**config.mk**
```make
export PLATFORM = sky130hd
export DESIGN_NAME = irq_vector_ctrl
export DESIGN_NICKNAME = d
export VERILOG_FILES = /design/src/rtl/irq_vec_pkg.sv /design/src/rtl/irq_pend_reg.sv /design/src/rtl/irq_prio_pick.sv /design/src/rtl/irq_vec_out.sv /design/src/rtl/irq_vector_ctrl.sv
export SDC_FILE = /design/constraint.sdc
export NUM_CORES = 1
export LEC_CHECK = 0
export ABC_AREA = 1
export BUFFER_PORTS_ARGS = -buffer_cell sky130_fd_sc_hd__buf_2
export CORE_MARGIN = 2
export CORE_UTILIZATION = 49
export CTS_CLUSTER_DIAMETER = 200
export DETAILED_ROUTE_END_ITERATION = 8
export PLACE_DENSITY = 0.8
export RECOVER_POWER = 100
export SLEW_MARGIN = 20
export SYNTH_ARGS = -nofsm -noshare
export SYNTH_HDL_FRONTEND = slang
export SYNTH_HIERARCHICAL = 1
export SYNTH_SLANG_ARGS = --single-unit
```
**constraint.sdc**
```tcl
create_clock -name clk -period 2 [get_ports clk]
set_clock_uncertainty 0.2 [all_clocks]
set_input_delay 0.4 -clock clk [delete_from_list [all_inputs] [get_ports clk]]
set_output_delay 0.4 -clock clk [all_outputs]
set_load 0.1 [all_outputs]
```
**src/rtl/irq_vec_pkg.sv**
```systemverilog
package irq_vec_pkg;
  // Vector for source idx: highest index gets the base, each lower source adds a step.
  function automatic int vec_of(input int idx, input int nsrc, input int base, input int step);
    return base + step * (nsrc - 1 - idx);
  endfunction
endpackage

```
**src/rtl/irq_pend_reg.sv**
```systemverilog
module irq_pend_reg #(
  parameter int N = 8
) (
  input  logic         clk,
  input  logic         rst,
  input  logic [N-1:0] set_i,
  input  logic [N-1:0] clr_i,
  output logic [N-1:0] mask_o,
  output logic         any_o
);
  logic [N-1:0] mask_d;

  // set has priority over a clear of the same bit
  assign mask_d = (mask_o & ~clr_i) | set_i;

  always_ff @(posedge clk) begin
    if (rst) begin
      mask_o <= '0;
      any_o  <= 1'b0;
    end else begin
      mask_o <= mask_d;
      any_o  <= |mask_d;
    end
  end
endmodule

```
**src/rtl/irq_prio_pick.sv**
```systemverilog
module irq_prio_pick #(
  parameter int N  = 8,
  localparam int IW = (N > 1) ? $clog2(N) : 1
) (
  input  logic [N-1:0]  mask_i,
  output logic [N-1:0]  onehot_o,
  output logic [IW-1:0] idx_o,
  output logic          any_o
);
  logic [N:0] above;

  assign above[N] = 1'b0;

  genvar g;
  generate
    for (g = N - 1; g >= 0; g--) begin : g_chain
      assign above[g]    = above[g+1] | mask_i[g];
      assign onehot_o[g] = mask_i[g] & ~above[g+1];
    end
  endgenerate

  assign any_o = above[0];

  always_comb begin
    idx_o = '0;
    for (int i = 0; i < N; i++) begin
      if (onehot_o[i]) idx_o = idx_o | IW'(i);
    end
  end
endmodule

```
**src/rtl/irq_vec_out.sv**
```systemverilog
module irq_vec_out
  import irq_vec_pkg::*;
#(
  parameter int N        = 8,
  parameter int VEC_W    = 16,
  parameter int VEC_BASE = 192,
  parameter int VEC_STEP = 4,
  localparam int IW = (N > 1) ? $clog2(N) : 1
) (
  input  logic             clk,
  input  logic             rst,
  input  logic             ack_i,
  input  logic             any_i,
  input  logic [IW-1:0]    idx_i,
  output logic [VEC_W-1:0] vec_o,
  output logic             vld_o
);
  logic [VEC_W-1:0] vec_d;

  assign vec_d = VEC_W'(vec_of(int'(idx_i), N, VEC_BASE, VEC_STEP));

  always_ff @(posedge clk) begin
    if (rst) begin
      vec_o <= '0;
      vld_o <= 1'b0;
    end else begin
      vld_o <= ack_i & any_i;
      if (ack_i) vec_o <= any_i ? vec_d : '0;
    end
  end
endmodule

```
**src/rtl/irq_vector_ctrl.sv**
```systemverilog
module irq_vector_ctrl #(
  parameter int N        = 8,
  parameter int VEC_W    = 16,
  parameter int VEC_BASE = 192,
  parameter int VEC_STEP = 4
) (
  input  logic             clk,
  input  logic             rst,
  input  logic [N-1:0]     src_set_i,
  input  logic             iack_i,
  output logic             irq_o,
  output logic [VEC_W-1:0] vec_o,
  output logic             vec_vld_o
);
  localparam int IW = (N > 1) ? $clog2(N) : 1;

  logic [N-1:0]  mask_q;
  logic [N-1:0]  top_1h;
  logic [N-1:0]  clr;
  logic [IW-1:0] top_idx;
  logic          top_any;

  assign clr = iack_i ? top_1h : '0;

  irq_pend_reg #(.N(N)) u_pend (
    .clk    (clk),
    .rst    (rst),
    .set_i  (src_set_i),
    .clr_i  (clr),
    .mask_o (mask_q),
    .any_o  (irq_o)
  );

  irq_prio_pick #(.N(N)) u_pick (
    .mask_i   (mask_q),
    .onehot_o (top_1h),
    .idx_o    (top_idx),
    .any_o    (top_any)
  );

  irq_vec_out #(
    .N(N), .VEC_W(VEC_W), .VEC_BASE(VEC_BASE), .VEC_STEP(VEC_STEP)
  ) u_out (
    .clk   (clk),
    .rst   (rst),
    .ack_i (iack_i),
    .any_i (top_any),
    .idx_i (top_idx),
    .vec_o (vec_o),
    .vld_o (vec_vld_o)
  );
endmodule

```
Yosys cells after proc, flatten, opt, wreduce, memory -nomap -nowiden. Cells that the tools add are included.

Register bits after elaboration: 26. Bits of input ports: 11. Output and inout bits: 18. Logic and storage cells: 41.

Add/sub/neg operators: 2. Multiplexer cells: 9. Bitwise logic cells: 25. Reductions and logical operators: 1.

Operator list (count): $add 9x16->16 const A (1); $mux 16 (1); $mux 3 (4); $and 1x1->1 (8); $and 8x8->8 (1); $mux 8 (1); $not 8->8 (1); $or 8x8->8 (1); $reduce_or 8->1 (1); $not 1->1 (7); $or 1x1->1 (7); $mux 2 (2); $sub 3x3->4 const A (1); $mux 1 (1).

Logic depth before layout (Yosys ltp).
Depth in word-level cells: 17. Depth in mapped cells: 14. Depth with buffers taken out: 14.

Cells and area by module. The synthesis kept the hierarchy.

Modules (own cells, without submodules): irq_pend_reg (instances 1, cells each 58, area each 387.9 um^2, seq. area each 180.2 um^2); irq_vec_out (instances 1, cells each 36, area each 269.0 um^2, seq. area each 100.1 um^2); irq_prio_pick (instances 1, cells each 31, area each 170.2 um^2, seq. area each 0.0 um^2); irq_vector_ctrl (instances 1, cells each 17, area each 65.1 um^2, seq. area each 0.0 um^2).

Worst setup path before layout. No wires, ideal clock.

Kind: register to output. Start: register u_out/vec_o[6] (netlist name). End: output vec_o[7]. Arrival time: 1.374 ns. Data required time: 1.400 ns. Path slack: 0.026 ns. Stages on the path, launching flop included: 2. Path buffers: 1. Cell sequence: dfxtp_1 -> buf_4.

RTL lines: end, declared (line irq_vector_ctrl.sv:12) `output logic [VEC_W-1:0] vec_o,`.

Final worst setup path.
Start: register u_pend.mask_o[7]. End: register u_pend.any_o.

Elaborated cells between the ends (all ways): 25. Those cells by class: 1 x mux; 23 x bitwise; 1 x reduce/logical.

RTL lines: start, declared (line irq_pend_reg.sv:8) `output logic [N-1:0] mask_o,`; start signal, assigned (line irq_pend_reg.sv:21) `mask_o <= mask_d;`; $or 1x1->1 (5 in a row) (line irq_prio_pick.sv:17) `assign above[g] = above[g+1] | mask_i[g];`; $not 1->1 (line irq_prio_pick.sv:18) `assign onehot_o[g] = mask_i[g] & ~above[g+1];`; $and 1x1->1 (line irq_prio_pick.sv:18); via top_1h[1] (line irq_vector_ctrl.sv:18) `logic [N-1:0] top_1h;`; $mux 8 (line irq_vector_ctrl.sv:23) `assign clr = iack_i ? top_1h : '0;`; via clr[1] (line irq_vector_ctrl.sv:19) `logic [N-1:0] clr;`; $not 8->8 (line irq_pend_reg.sv:14) `assign mask_d = (mask_o & ~clr_i) | set_i;`; $and 8x8->8 (line irq_pend_reg.sv:14); $or 8x8->8 (line irq_pend_reg.sv:14); $reduce_or 8->1 (line irq_pend_reg.sv:22) `any_o <= |mask_d;`; end signal, assigned (line irq_pend_reg.sv:22); end, declared (line irq_pend_reg.sv:9) `output logic any_o`.

The timed path passes the listed nets, and every way through them passes these cells. A chain may end at the register's enable or synchronous reset.

==> flow_metrics.tcl <==
set metrics [dict create \
    yosysTopAreaCell "dfxtp_1" \
    fill_cells 182 \
    num_rows 15 \
    grt_max_degree 13 \
    grtUsageTotal_pct 15.7 \
    cts_resized 0 \
    hold_slack_ns 0.152 \
    grt_pass1_vias 632 \
    place_ws_ns 0.232 \
    synth_area_sq_um 892 \
    clockBufferDepth 2 \
    placement.io_buffers 17 \
    regToRegStartpoint "u_pend/mask_o[7]" \
    yosysWarnings 6 \
    cts_tree "done" \
    drtPass1Iterations 4 \
    cp_common_cell "nand2_1" \
    synth_top_area_share_pct 31.4 \
    ir_drop_uv 430 \
    syn_to_final_growth_pct 8.70 \
    r2r_end "u_pend/any_o" \
    period_share_pct 88.1 \
    synth_area_per_cell_sq_um 6.28 \
    max_freq_mhz 567 \
    clock_tree.root_cell "clkbuf_4" \
    path_max_fanout 6 \
    final_max_slew_viol_count 0 \
    fp.coreArea_sq_um 1730 \
    final_cell_mix "nand2_1, inv_1, dfxtp_1" \
    power.density_nw_per_um2 808 \
    slowest_delay_ns 0.38 \
    synth.yosys.seq_area_share_pct 31.4 \
    tns_ns 0 \
    hp-class "in2reg" \
    synth_area_leaders "dfxtp_1, inv_1, nand2_1, buf_4, a21oi_1" \
    total_power_mw 0.784 \
    insertedDiodeCount 0 \
    rsz0062_at_grt "no" \
    gp_congestion 0.696 \
    syn_inst 142 \
    worstMarginPinSlew_ns 0.542 \
    slowest_stage "dfxtp_1" \
    pwr-share-clk_pct 26.0 \
    grt_pass1_wl_um 2380 \
    viasPerCell 4.05 \
    vias 741 \
    drv_cap 0 \
    yosys_register_bits 14 \
    p_switching_mw 0.331 \
    wirelength_um 1460 \
    p_seq_share_pct 40.3 \
    end_kind "flop" \
    die-height_um 46.7 \
    fin_nets 170 \
    critical_path_required_ns 1.97 \
    layout_setup_ws_ns 0.237 \
    crit_arrival_ns 1.73 \
    die_x_um 46.7 \
    path_clk_slew_ns 0.08 \
    ff2ff_setup_slack_ns 0.24 \
    final-setup-viol-count 0 \
    p_sw_share_pct 42.2 \
    status "finished clean" \
    crit_chain "nor2_4 > nand4_1 > nor2_2 > nand2_1 > inv_1 > nand2_1 > inv_1 > inv_1 > nand2_1 > nand2_1 > nor2_1 > nand2_1 > nor2_1 > nor2_1" \
    rr_worst_depth 14 \
    critPathCapture "u_pend/any_o" \
    antenna_left 0 \
    start_util_pct 51.7 \
    internal_power_mw 0.453 \
    wl_per_cell_um 8.00 \
    hpwl_um 1190 \
    drt_iter0_drc 12 \
    die_area_sq_um 2180 \
    relSlewSlack_pct 64.0 \
    insertion_delay_ns 0.28 \
    final_hold_viol_count 0 \
    comb_power_share_pct 33.7 \
    drive_gt1_share_pct 22.8 \
    start_kind "flop" \
    crit_start "u_pend/mask_o[7]" \
    drc 0 \
    overflow 0 \
    top_level_ports 29 \
    synth.distinct_cells 17 \
    p_leak_nw 0.605 \
    criticalPathCategory "reg2reg" \
    post-cts-setup-buffers 0 \
    cts_inserted_buffers 3 \
    cts_sinks 14 \
    min_period_ns 1.76 \
    antenna_found_initial 0 \
    htreeDepth 1 \
    ctsHoldBuffers 0 \
]
cells in the mapped netlist:
library cell,n
inv_1,36
nand2_1,35
dfxtp_1,14
buf_4,13
a21oi_1,9
nor2_1,7
inv_2,5
nand3_1,5
nand2_2,4
nor2_2,4
buf_2,2
nand4_1,2
nor2_4,2
conb_1,1
nand3_2,1
nand3_4,1
nor4_1,1
power by group through the flow:
stage	Sequential (mW)	Clock, mW	Combinational (mW)
after floorplan	0.378	0	0.197
after global placement	0.321	0	0.263
after detailed placement	0.322	0	0.266
after CTS	0.316	0.213	0.266
after global routing	0.318	0.219	0.283
final	0.316	0.204	0.264
critical path, delay by kind of cell, from the launching register on:
kind / cells / cell delay, ns
buffers and inverters: 3 / 0.14
AND/OR/NAND/NOR: 11 / 0.93
flip-flops: 1 / 0.38
stage by stage:
stage | instance area, sq um | instances | util, %
2_1_floorplan | 930 | 152 | -
3_5_place_dp | 938 | 179 | 54.3
4_1_cts | 975 | 183 | 56.4
3_3_place_gp | 938 | 179 | 54.3
5_1_grt | 970 | 183 | 56.2
6_report | 970 | 183 | 56.2
registers in the layout (all words and copies together), names as in the netlist:
signal	flops
u_out/vec_o	4
u_out/vld_o	1
u_pend/any_o	1
u_pend/mask_o	8
cell type report:
cell class | instances | area (sq um) | share of cell area [%]
clock buffer | 4 | 36.3 | 3.74
tap | 25 | 31.3 | 3.23
timing repair buffer | 17 | 85.1 | 8.77
sequential | 14 | 280 | 28.9
inverter | 41 | 154 | 15.9
multi-input combinational | 82 | 383 | 39.5
how the worst min path moves through the flow:
| stage | from | endpoint | slack, ns | cells after the start |
|---|---|---|---|---|
| 2_1_floorplan | u_pend/mask_o[4] | u_pend/mask_o[4] | 0.26 | 2 |
| 3_3_place_gp | u_out/vec_o[3] | u_out/vec_o[3] | 0.26 | 2 |
| 3_5_place_dp | u_out/vec_o[4] | u_out/vec_o[4] | 0.27 | 2 |
| 4_1_cts | src_set_i[6] | u_pend/mask_o[6] | 0.14 | 3 |
| 5_1_grt | src_set_i[2] | u_pend/mask_o[2] | 0.16 | 3 |
| 6_report | src_set_i[6] | u_pend/mask_o[6] | 0.15 | 3 |
cell families after synthesis:
| family | synth area share, % |
|---|---|
| flops | 31.4 |
| compound gates | 5.05 |
| buf+inv | 29.3 |
| simple gates | 33.8 |
| other cells | 0.420 |
per-layer routing:
metal	vias to the layer above	global-route usage (%)	part of all wire [%]
met5	-	0	0
met4	0	10.0	1.4
met3	4	2.35	4.8
met2	21	27.8	49
met1	302	17.3	45
li1	414	-	-
(Power assumes the default switching activity.)
